$ cat src/rtl/cfgport_pkg.sv
package cfgport_pkg;

    localparam int REG_COUNT = 30;
    localparam int BYTE_W    = 8;

    typedef logic [BYTE_W-1:0] byte_t;

    // One completed serial byte and its role
    typedef struct packed {
        logic  valid;
        logic  is_data;
        byte_t target;
        byte_t value;
    } byte_evt_t;

    function automatic byte_t power_on_value(input byte_t idx);
        case (idx)
            8'h02: return 8'h11;
            8'h03: return 8'h3D;
            8'h04: return 8'h86;
            8'h05, 8'h06, 8'h07: return 8'h0E;
            8'h08: return 8'h04;
            8'h0B: return 8'hA3;
            8'h0C, 8'h0D: return 8'h80;
            8'h0E: return 8'h2E;
            8'h0F: return 8'h0B;
            8'h10: return 8'h01;
            8'h11: return 8'h18;
            8'h12, 8'h13: return 8'h11;
            8'h14: return 8'h30;
            8'h15: return 8'h56;
            8'h19: return 8'h04;
            8'h1C: return 8'h01;
            default: return 8'h00;
        endcase
    endfunction

endpackage

$ cat src/rtl/cfgport_sync.sv
module cfgport_sync #(
    parameter int              WIDTH   = 3,
    parameter logic [WIDTH-1:0] RST_VAL = '0
) (
    input  logic             clk,
    input  logic             rst,
    input  logic [WIDTH-1:0] d,
    output logic [WIDTH-1:0] q
);
    for (genvar i = 0; i < WIDTH; i++) begin : g_bit
        logic stage1, stage2;
        always_ff @(posedge clk) begin
            if (rst) begin
                stage1 <= RST_VAL[i];
                stage2 <= RST_VAL[i];
            end else begin
                stage1 <= d[i];
                stage2 <= stage1;
            end
        end
        assign q[i] = stage2;
    end
endmodule

$ cat src/rtl/cfgport_deser.sv
module cfgport_deser
    import cfgport_pkg::*;
#(
    parameter int NUM_REGS = REG_COUNT
) (
    input  logic      clk,
    input  logic      rst,
    input  logic      sel_n_s,
    input  logic      sclk_s,
    input  logic      din_s,
    output byte_evt_t evt
);
    localparam byte_t LIMIT = byte_t'(NUM_REGS);

    logic        sclk_prev;
    logic [6:0]  shift_q;
    logic [2:0]  bit_cnt;
    logic        in_data;
    byte_t       addr_q;
    logic        rise;
    byte_t       full_byte;

    assign rise      = sclk_s & ~sclk_prev;
    assign full_byte = {shift_q, din_s};

    always_ff @(posedge clk) begin
        if (rst) begin
            sclk_prev <= 1'b0;
            shift_q   <= '0;
            bit_cnt   <= '0;
            in_data   <= 1'b0;
            addr_q    <= '0;
            evt       <= '0;
        end else begin
            sclk_prev <= sclk_s;
            evt.valid <= 1'b0;
            if (sel_n_s) begin
                bit_cnt <= '0;
                in_data <= 1'b0;
            end else if (rise) begin
                shift_q <= full_byte[6:0];
                bit_cnt <= bit_cnt + 3'd1;
                if (bit_cnt == 3'd7) begin
                    evt <= '{valid: 1'b1, is_data: in_data,
                             target: addr_q, value: full_byte};
                    if (!in_data) begin
                        addr_q  <= full_byte;
                        in_data <= 1'b1;
                    end else if (addr_q < LIMIT) begin
                        addr_q <= addr_q + 8'd1;
                    end
                end
            end
        end
    end

    assert_addr_step_R3: assert property (@(posedge clk) disable iff (rst)
        (evt.valid && evt.is_data && evt.target < LIMIT) |-> (addr_q == evt.target + 8'd1));
    assert_no_wrap_R4: assert property (@(posedge clk) disable iff (rst)
        (in_data && addr_q >= LIMIT) |=> (addr_q == $past(addr_q)));
    assert_idle_restart_R5: assert property (@(posedge clk) disable iff (rst)
        sel_n_s |=> (bit_cnt == 3'd0 && !in_data));
    assert_evt_pulse_R6: assert property (@(posedge clk) disable iff (rst)
        evt.valid |=> !evt.valid);
endmodule

$ cat src/rtl/cfgport_regfile.sv
module cfgport_regfile
    import cfgport_pkg::*;
#(
    parameter int NUM_REGS = REG_COUNT
) (
    input  logic                         clk,
    input  logic                         rst,
    input  byte_evt_t                    evt,
    output logic [NUM_REGS*BYTE_W-1:0]   regs,
    output logic                         stb,
    output byte_t                        idx
);
    localparam byte_t LIMIT = byte_t'(NUM_REGS);

    logic wr_en;
    assign wr_en = evt.valid && evt.is_data && (evt.target < LIMIT);

    for (genvar i = 0; i < NUM_REGS; i++) begin : g_reg
        always_ff @(posedge clk) begin
            if (rst)
                regs[i*BYTE_W +: BYTE_W] <= power_on_value(byte_t'(i));
            else if (wr_en && evt.target == byte_t'(i))
                regs[i*BYTE_W +: BYTE_W] <= evt.value;
        end
    end

    always_ff @(posedge clk) begin
        if (rst) begin
            stb <= 1'b0;
            idx <= '0;
        end else begin
            stb <= wr_en;
            if (wr_en) idx <= evt.target;
        end
    end
endmodule

$ cat src/rtl/serial_cfg_port.sv
module serial_cfg_port
    import cfgport_pkg::*;
#(
    parameter int NUM_REGS = REG_COUNT
) (
    input  logic                       clk,
    input  logic                       rst,
    input  logic                       ser_sel_n,
    input  logic                       ser_clk,
    input  logic                       ser_din,
    output logic [NUM_REGS*BYTE_W-1:0] cfg_regs,
    output logic                       wr_stb,
    output logic [BYTE_W-1:0]          wr_index
);
    logic [2:0] sync_q;
    byte_evt_t  evt;

    cfgport_sync #(.WIDTH(3), .RST_VAL(3'b100)) u_sync (
        .clk (clk),
        .rst (rst),
        .d   ({ser_sel_n, ser_clk, ser_din}),
        .q   (sync_q)
    );

    cfgport_deser #(.NUM_REGS(NUM_REGS)) u_deser (
        .clk     (clk),
        .rst     (rst),
        .sel_n_s (sync_q[2]),
        .sclk_s  (sync_q[1]),
        .din_s   (sync_q[0]),
        .evt     (evt)
    );

    cfgport_regfile #(.NUM_REGS(NUM_REGS)) u_regs (
        .clk  (clk),
        .rst  (rst),
        .evt  (evt),
        .regs (cfg_regs),
        .stb  (wr_stb),
        .idx  (wr_index)
    );

    assert_change_needs_stb_R6: assert property (@(posedge clk) disable iff (rst)
        !$stable(cfg_regs) |-> wr_stb);
    assert_stb_single_R6: assert property (@(posedge clk) disable iff (rst)
        wr_stb |=> !wr_stb);
    assert_index_valid_R9: assert property (@(posedge clk) disable iff (rst)
        wr_stb |-> (wr_index < BYTE_W'(NUM_REGS)));
endmodule

$ cat config.mk
export PLATFORM = sky130hd
export DESIGN_NAME = serial_cfg_port
export DESIGN_NICKNAME = d
export VERILOG_FILES = /design/src/rtl/cfgport_pkg.sv /design/src/rtl/cfgport_sync.sv /design/src/rtl/cfgport_deser.sv /design/src/rtl/cfgport_regfile.sv /design/src/rtl/serial_cfg_port.sv
export SDC_FILE = /design/constraint.sdc
export NUM_CORES = 1
export LEC_CHECK = 0
export CAP_MARGIN = 20
export CORE_MARGIN = 2
export CORE_UTILIZATION = 35
export DETAILED_ROUTE_END_ITERATION = 8
export DONT_BUFFER_PORTS = 1
export PLACE_DENSITY = 0.6
export SLEW_MARGIN = 20
export SYNTH_ARGS = -nofsm -noshare
export SYNTH_HDL_FRONTEND = slang
export SYNTH_HIERARCHICAL = 1
export SYNTH_SLANG_ARGS = --single-unit
export TNS_END_PERCENT = 100
$ cat constraint.sdc
create_clock -name clk -period 2.19 [get_ports clk]
set_input_delay 0.219 -clock clk [delete_from_list [all_inputs] [get_ports clk]]
set_output_delay 0.219 -clock clk [all_outputs]
set_load 0.05 [all_outputs]
**After elaboration in Yosys (flattened, before gate mapping)**

Index checks and enable logic that the tools add are counted.

- Register bits after elaboration: 293
- Bits in latches: 0
- Bits in writable memories: 0
- Bits in read-only memories: 0
- Word-level logic and storage cells: 128
- Memories: 0

- $add $sub $neg: 2
- Multiply operators: 0
- Divide/modulo/power cells: 0
- Magnitude comparators: 2
- Equality and inequality tests: 31
- Shift operators: 0
- Mux-type cells: 3
- Bitwise operators: 4
- Reductions and logical operators: 39

Operators with widths:

| kind | number |
|---|---|
| $eq A8 B5 Y1 const B | 14 |
| $eq A8 B4 Y1 const B | 8 |
| $eq A8 B3 Y1 const B | 4 |
| $logic_and A1 B1 Y1 | 32 |
| $mux W18 | 1 |
| $eq A8 B2 Y1 const B | 2 |
| $lt A8 B5 Y1 const B | 2 |
| $mux W8 | 2 |
| $add A8 B1 Y8 const B | 1 |
| $eq A8 B1 Y1 const B | 1 |
| $logic_not A8 Y1 | 1 |
| $reduce_and A2 Y1 | 2 |
| $reduce_and A4 Y1 | 1 |
| $add A3 B1 Y3 const B | 1 |
| $eq A3 B3 Y1 const B | 1 |
| $not A1 Y1 | 3 |
| $reduce_and A3 Y1 | 1 |
| $reduce_or A3 Y1 | 1 |
| $ne A2 B2 Y1 const B | 1 |
| $reduce_or A2 Y1 | 1 |
| $and A1 B1 Y1 | 1 |

**Logic depth before layout (Yosys ltp)**

Gate-level depths: netlist of run 1.

- Depth after elaboration: 4
- Gate-level depth with buffers: 7
- Gate-level depth less buffers: 6

**By module**

The synthesis of run 1 kept the hierarchy.

Modules (own cells, without submodules):

| module | instances | cells each | area each (µm²) |
|---|---|---|---|
| cfgport_regfile | 1 | 875 | 9430.3 |
| cfgport_deser | 1 | 175 | 1511.4 |
| cfgport_sync | 1 | 15 | 180.2 |

**Worst setup path before layout of run 1**

Ideal clock, no wire load.

- Kind: reg-to-reg
- Start: reg u_deser.bit_cnt[0]
- End: reg u_deser.addr_q[3]
- Setup time: 0.101 ns
- Arrival: 1.547 ns
- Slack: 0.542 ns
- Stages on the path, launching flop included: 7
- Clock period less this slack: 1.648 ns
- Cells stage by stage: dfxtp_1 ha_1 ha_1 nand4bb_1 or4_1 a221o_1 o41ai_1

- Cells in the longest elaborated chain, start to end: 2

RTL lines:

| element | RTL line | text |
|---|---|---|
| from (decl) | cfgport_deser.sv:17 | `logic [2:0] bit_cnt;` |
| from (signal assigned) | cfgport_deser.sv:42 | `bit_cnt <= bit_cnt + 3'd1;` |
| $eq A3 B3 Y1 | cfgport_deser.sv:43 | `if (bit_cnt == 3'd7) begin` |
| $reduce_and A4 Y1 (no source line) | -- |  |
| to (signal assigned) | cfgport_deser.sv:47 | `addr_q <= full_byte;` |
| to (signal assigned) | cfgport_deser.sv:50 | `addr_q <= addr_q + 8'd1;` |
| to (decl) | cfgport_deser.sv:19 | `byte_t addr_q;` |

No other way between the ends.
A chain may end at the register's enable or synchronous reset.

**Worst setup path after layout of run 1**

- Start: reg u_deser/evt[15] (netlist name)
- End: reg u_regs.idx[4]

- Cells in the longest elaborated chain, start to end: 2

RTL lines:

| element | RTL line | text |
|---|---|---|
| $lt A8 B5 Y1 | cfgport_regfile.sv:16 | `assign wr_en = evt.valid && evt.is_data && (evt.target < LIMIT);` |
| $logic_and A1 B1 Y1 | cfgport_regfile.sv:16 |  |
| to (signal assigned) | cfgport_regfile.sv:33 | `if (wr_en) idx <= evt.target;` |
| to (decl) | cfgport_regfile.sv:11 | `output byte_t idx` |

No other way between the ends.

==> results of run 1 <==
[how the worst max path moves through the flow]
stage | start | endpoint | cells past startpoint
after global routing | u_deser/evt[15]$_SDFFE_PP0P_ | u_regs/idx[4]$_SDFFE_PP0P_ | 3
final | u_deser/evt[15]$_SDFFE_PP0P_ | u_regs/idx[4]$_SDFFE_PP0P_ | 3
after global placement | u_deser/evt[15]$_SDFFE_PP0P_ | u_regs/idx[0]$_SDFFE_PP0P_ | 3
after floorplan | u_deser/bit_cnt[0]$_SDFFE_PP0P_ | u_deser/addr_q[3]$_SDFFE_PP0P_ | 6
after detailed placement | u_deser/evt[15]$_SDFFE_PP0P_ | u_regs/idx[4]$_SDFFE_PP0P_ | 3
after CTS | u_deser/evt[15]$_SDFFE_PP0P_ | u_regs/idx[4]$_SDFFE_PP0P_ | 3
[layout make-up]
cell class / count / area, µm² / area share (%)
clock buffer: 46 / 892.1 / 7.045
tap: 402 / 503.0 / 3.972
timing repair buffer: 36 / 337.8 / 2.668
sequential: 293 / 5866 / 46.32
multi-input combinational: 692 / 4890 / 38.61
clock inverter: 12 / 155.1 / 1.225
inverter: 4 / 20.02 / 0.1581
[Yosys cell counts, drive strengths merged (3+ instances only)]
| library cell | number | area, µm² |
|---|---|---|
| dfxtp | 293 | 5866 |
| nand3 | 23 | 295.3 |
| o21ai | 4 | 20.02 |
| and2 | 3 | 18.77 |
| nand2 | 249 | 934.7 |
| nand4 | 10 | 182.7 |
| nor2b | 9 | 56.30 |
| nor3 | 7 | 56.31 |
| clkbuf | 50 | 187.7 |
| ha | 3 | 37.54 |
| buf | 26 | 173.9 |
| nor2 | 69 | 261.5 |
| a21oi | 24 | 120.1 |
| inv | 4 | 15.01 |
| mux2i | 253 | 2532 |
| nor3b | 7 | 68.82 |
[per-stage QoR]
step,instance area [µm²],worst slack (ns),hold WS [ns],util [%],total power (W)
after floorplan,11120,0.5424,0.2906,-,0.005555
after global placement,11550,0.3122,0.3006,36.79,0.005575
after detailed placement,11550,0.2601,0.3008,36.79,0.005575
after CTS,12660,0.2419,0.003655,40.34,0.01096
after global routing,12660,0.1505,0.01058,40.34,0.01117
final,12660,0.2524,0.02827,40.34,0.01081
[power groups by stage]
stage | Combinational, W | Clock [W] | Sequential [W]
floorplan | 0.000101 | 0 | 0.00545
global placement | 0.000118 | 0 | 0.00546
detailed placement | 0.000118 | 0 | 0.00546
CTS | 0.000160 | 0.00546 | 0.00534
global route | 0.000172 | 0.00566 | 0.00534
finish | 0.000158 | 0.00531 | 0.00534
[registers in the layout (all words and copies together) (netlist names)]
signal               flops
u_sync/g_bit.stage1      3
u_sync/g_bit.stage2      3
u_deser/addr_q           8
u_deser/sclk_prev        1
u_deser/shift_q          7
u_regs/regs            240
u_regs/idx               8
u_deser/evt             18
u_regs/stb               1
u_deser/in_data          1
u_deser/bit_cnt          3
[layer usage]
metal,GRT usage [%],up-vias,share of wire [%]
met1,22.57,3572,42
met5,0,-,0
met4,4.645,0,2.0
met2,29.42,238,46
li1,-,3564,-
met3,6.286,35,10
[worst max-delay path: cells and delay by family (launching register included)]
family	cells	cell delay, ns
DFF	1	0.65
AOI/OAI and AO/OA	1	0.60
and+or+nand+nor	1	0.37
muxes	1	0.25
[kinds of logic after synthesis]
| group | after synthesis | synth area share (%) |
|---|---|---|
| mux | 253 | 22.77 |
| xor+xnor | 1 | 0.07876 |
| simple gates | 393 | 18.20 |
| buf+inv | 80 | 3.386 |
| compound gates | 42 | 2.487 |
| flops | 293 | 52.74 |
| fa+ha+maj | 3 | 0.3375 |
[what timing repair did]
item / 4_1_cts / 5_1_grt
hold buffers: 5 / 0
hold endpoints to repair: 119 / 0
endpoints found under the setup margin: 0 / 0
==> summary.txt, run 1 <==
Floorplan
  • Core Area: 31390 µm²
  • I/O pin count: 254
  • Die area: 33220 µm²
  • FP Rows: 65
  • Die height: 182.3 µm
  • Initial Util: 35.43%
  • Die X: 182.3 µm

GRT
  • Largest net degree at the start of global routing: 103
  • Global-route wire length before repair: 46210 µm
  • Number of global-route vias before repair: 7339
  • Antenna violations before repair: 0
  • Tot GR Track Use: 17.97%
  • Grt total ovfl: 0

Min path
  • Hold WC Path Type: in -> reg
  • Worst hold path cell count: 3
  • Hold path start: rst
  • Worst Hold End: u_regs/regs[43]$_SDFFE_PP1P_

Placement
  • # placed instances: 1422
  • DP HPWL: 20670 µm
  • Input/output buffers: 0
  • Routability congestion estimate: 0.7995

STA
  • RSZ-0062 raised after global routing: no
  • Worst Tran Pin Value: 0.8126 ns
  • Fin crit period: 1.938 ns
  • Pins over their slew limit: 0
  • Max Fclk: 516.1 MHz
  • Tcrit/Tclk final: 88.48%
  • Final number of setup-violating endpoints: 0
  • Final setup TNS: 0 ns
  • Endpoints failing hold: 0
  • Worst Clk Skew: 0.01373 ns
  • Slew margin rel.: 45.62%

Clock tree
  • TritonCTS clock tree: done
  • Total CTS buffers: 31
  • Postcts setup bufs: 0
  • Clock Pin Slew Worst Setup and Hold Paths: 0.06 ns
  • Clock latency on the worst-skew pair: 0.55 ns
  • Sink Count: 293
  • Htree depth: 1
  • Clock tree buffer depth: 3
  • Root Buffer: clkbuf_16
  • Resized Gates After CTS: 0

Yosys
  • Post-synthesis net count: 1073
  • Async SR Flop Fraction: 0%
  • Sequential share of the synthesized area: 52.74%
  • EDFF count, synth: 0
  • Syn. warnings: 6
  • Yosys cell types: 55
  • Netlist Area Pre-Place: 11120 µm²
  • Top FF cell, synth: dfxtp_1
  • Synth Area per Inst: 10.44 µm²
  • Cells after Synth: 1065
  • FF+latch count, synth: 293

Drt
  • Initial DRC Count: 391
  • First-pass iteration count of the detailed router: 4
  • DRC viols: 0
  • Routed WL: 30950 µm
  • Post-DRT Antenna Nets: 0
  • WL/cell: 20.84 µm
  • Vias per cell: 4.989
  • Vias: 7409

Final layout
  • # nets final: 1066
  • Filler Cell Count: 3078
  • Share of cells above drive strength 1: 11.45%
  • N_diodes: 0
  • Commonest non-fill, non-tap cell in the layout: dfxtp_1
  • Non-Filler Instances: 1485
  • Most frequent cells in the layout: dfxtp_1 (293), mux2i_1 (253), nand2_1 (249)
  • Area delta synth->final: 13.86%

Worst setup path
  • CP max stage cell: dfxtp_1
  • Worst Reg2Reg Path Length in Cells: 3
  • CP Class: reg -> reg
  • Arrival time of the worst setup path: 2.41 ns
  • Worst R2R Start: u_deser/evt[15]$_SDFFE_PP0P_
  • Worst path cell trace: and4b_1 > a311oi_4 > mux2i_1
  • CP Capture Type: flop
  • Worst Path Required: 2.66 ns
  • CP max FO: 10
  • Worst Setup Start Kind: flop
  • Reg-to-reg slack, setup: 0.25 ns
  • CP max stage delay: 0.65 ns
  • R2R Path End: u_regs/idx[4]$_SDFFE_PP0P_

Power
  • Int Pwr: 0.008546 W
  • Seq pwr share: 49.4%
  • Pleak: 5.932 nW
  • P per Cell Area: 853.8 nW/µm²
  • Clock Power Share: 49.2%
  • Logic gate share of total power: 1.5%
  • Switching Power: 0.002266 W
  • Worst VDD drop: 601.1 µV
  • Switching fraction of total power: 20.96%

Job
  • Maxcap violations: 0

Run status
  • Status: finished clean
No activity file was read; power rests on OpenSTA's default activity.
==> run 2: changes to the inputs <==
ABC_AREA = 1   (was unset)
==> summary.txt, run 2 <==
Run status
  • Status: finished clean

Final layout
  • N_diodes: 0
  • Largest reg by FF count: u_regs/regs
  • Largest regs: u_regs/regs x240, u_deser/evt x18
  • Area delta synth->final: 13.13%
  • Filler Cell Count: 3922
  • Most frequent cells in the layout: nand2_1 (416), nor2_1 (341), dfxtp_1 (293)
  • Max reg flops: 240
  • Share of cells above drive strength 1: 9.417%
  • # nets final: 1856
  • Commonest non-fill, non-tap cell in the layout: nand2_1

Worst setup path
  • CP max stage delay: 0.52 ns
  • CP Class: reg -> reg
  • Worst Setup SP: u_deser/evt[15]$_SDFFE_PP0P_
  • Worst R2R Start: u_deser/evt[15]$_SDFFE_PP0P_
  • Worst Setup Start Kind: flop
  • CP Capture Type: flop
  • Arrival time of the worst setup path: 2.40 ns
  • CP max stage cell: nor2_2
  • CP max FO: 14
  • Worst path cell trace: nor2_4 > buf_4 > nand2_2 > nor2_2 > nand3_1 > nand2_1 > nand3_1
  • Worst path most repeated cell: nand3_1
  • Worst Path Required: 2.59 ns

Floorplan
  • FP Rows: 71
  • Core Area: 37400 µm²
  • I/O pin count: 254
  • Die X: 198.3 µm
  • Die height: 198.3 µm
  • Initial Util: 35.34%
  • Die area: 39330 µm²

STA
  • Worst Clk Skew: 0.01916 ns
  • Worst Tran Pin Value: 0.7261 ns
  • Tcrit/Tclk final: 91.48%
  • Fin crit period: 2.003 ns
  • Setup WS post-layout: 0.1866 ns
  • Final setup TNS: 0 ns
  • Final number of setup-violating endpoints: 0
  • RSZ-0062 raised after global routing: no
  • Endpoints failing hold: 0
  • Slew margin rel.: 51.52%
  • Pins over their slew limit: 0
  • Max Fclk: 499.2 MHz

Yosys
  • Cells after Synth: 1879
  • Syn. warnings: 6
  • FF+latch count, synth: 293
  • Synth Area per Inst: 7.033 µm²
  • Yosys cell types: 32
  • Post-synthesis net count: 1887
  • Most numerous cell in the Yosys netlist: nand2_1
  • Sequential share of the synthesized area: 44.39%
  • Synth area leaders: dfxtp_1 (44%), nand4_1 (12%), nand2_1 (12%), nor2_1 (9.7%), inv_1 (7.4%)
  • Top cell type by total area after synthesis: dfxtp_1
  • Share of the synthesized area in the top cell type: 44.39%
  • EDFF count, synth: 0
  • Netlist Area Pre-Place: 13220 µm²
  • Async SR Flop Fraction: 0%
  • Top FF cell, synth: dfxtp_1
  • Commonest cells post-synth: nand2_1 (416), nor2_1 (341), dfxtp_1 (293), inv_1 (261), nand4_1 (251)

Clock tree
  • Root Buffer: clkbuf_16
  • Clock tree buffer depth: 3
  • Htree depth: 2
  • Postcts setup bufs: 0
  • Clock Pin Slew Worst Setup and Hold Paths: 0.06 ns
  • Resized Gates After CTS: 0
  • TritonCTS clock tree: done
  • Clock latency on the worst-skew pair: 0.54 ns
  • Total CTS buffers: 35
  • Sink Count: 293

Drt
  • Vias: 11880
  • Post-DRT Antenna Nets: 0
  • DRC viols: 0
  • Vias per cell: 4.992
  • Initial DRC Count: 782
  • WL/cell: 18.31 µm
  • Routed WL: 43570 µm
  • First-pass iteration count of the detailed router: 5

Placement
  • Placement Setup Slack: 0.2337 ns
  • Input/output buffers: 0
  • Routability congestion estimate: 0.8361
  • DP HPWL: 29030 µm

GRT
  • Global-route wire length before repair: 65760 µm
  • Grt total ovfl: 0
  • Tot GR Track Use: 21.79%
  • Antenna violations before repair: 0
  • Largest net degree at the start of global routing: 96
  • Number of global-route vias before repair: 11110

Job
  • Maxcap violations: 0

Power
  • Clock Power Share: 50.6%
  • P per Cell Area: 751.1 nW/µm²
  • Switching fraction of total power: 21.93%
  • Logic gate share of total power: 1.9%
  • Pleak: 6.301 nW
  • Int Pwr: 0.008767 W
  • Seq pwr share: 47.6%
  • Worst VDD drop: 429.7 µV
  • Switching Power: 0.002463 W

Min path
  • Hold WC Path Type: in -> reg
  • Hold path start: rst
## run 2: cell types whose count changed after synthesis, sizes merged, moves of 5 or more
| cell | delta |
|---|---|
| nor2 | +308 |
| inv | +264 |
| mux2i | -252 |
| nand4 | +241 |
| nand2 | +172 |
| buf | +65 |
| nand3 | +59 |
| o21ai | +28 |
| clkbuf | -18 |
| nor2b | -9 |
| nor3 | -7 |
| nor3b | -7 |
| a21oi | -5 |
## run 2: cells by family (layout without fill, tap and decap cells)
| family | count (synthesis) | after routing | synth area share [%] |
|---|---|---|---|
| buffers and inverters | 393 | 383 | 12.10 |
| AOI/OAI and AO/OA | 55 | 55 | 2.206 |
| adders and majority gates | 3 | 3 | 0.2841 |
| muxes | 1 | 1 | 0.07575 |
| and+or+nand+nor | 1133 | 1133 | 40.88 |
| DFF | 293 | 293 | 44.39 |
| xor gates and xnor gates | 1 | 1 | 0.06629 |
## run 2: final timing paths
kind	slack (ns)	end	cells past startpoint
setup / recovery	0.19	u_regs/regs[164]$_SDFFE_PP1P_	7
hold / removal	0.15	u_regs/idx[7]$_SDFFE_PP0P_	2
setup reg to reg	0.19	u_regs/regs[164]$_SDFFE_PP1P_	7
hold reg to reg	0.41	u_sync/g_bit[1].stage2$_SDFF_PP0_	2
## run 2: metal layers
| layer | track usage [%] | routed length, µm | vias up | share of wire [%] |
|---|---|---|---|---|
| li1 | - | - | 5899 | - |
| met3 | 8.022 | 4534 | 70 | 10 |
| met1 | 26.87 | 18020 | 5510 | 41 |
| met4 | 7.296 | 1009 | 0 | 2.3 |
| met5 | 0 | 0 | - | 0 |
| met2 | 35.04 | 20000 | 402 | 46 |
## run 2: timing repair
action,CTS,global route
hold buffers,4,0
endpoints found under the setup margin,0,0
endpoints found under the hold margin,26,0
## run 2: critical path, delay by kind of cell, from the launching register on
kind | cells | cell delay [ns]
buffers and inverters | 1 | 0.22
and+or+nand+nor | 6 | 1.31
DFF | 1 | 0.34
## run 2: through the flow
step	area [µm²]	utilization, %	instances	hold slack, ns	power, W
CTS	14960	39.99	2380	0.1634	0.01140
global placement	13800	36.90	2318	0.2952	0.005655
floorplan	13220	-	1879	0.2881	0.005618
global route	14950	39.98	2380	0.1814	0.01164
finish	14950	39.98	2380	0.1514	0.01123
detailed placement	13800	36.90	2318	0.2987	0.005656
## run 2: area by class of cell
class                      instances  area, µm²  share of cell area (%)
timing repair buffer              55      543.0                   3.632
multi-input combinational       1193       5768                   38.58
clock inverter                     9      93.84                  0.6277
tap                              511      639.4                   4.277
sequential                       293       5866                   39.23
inverter                         270       1021                   6.829
clock buffer                      49       1020                   6.821
## run 2: power groups by stage
stage               Clock, W  Combinational [W]  Sequential, W
global placement           0           0.000196        0.00546
finish               0.00568           0.000211        0.00534
floorplan                  0           0.000162        0.00546
detailed placement         0           0.000197        0.00546
global route         0.00606           0.000241        0.00534
CTS                  0.00585           0.000212        0.00534
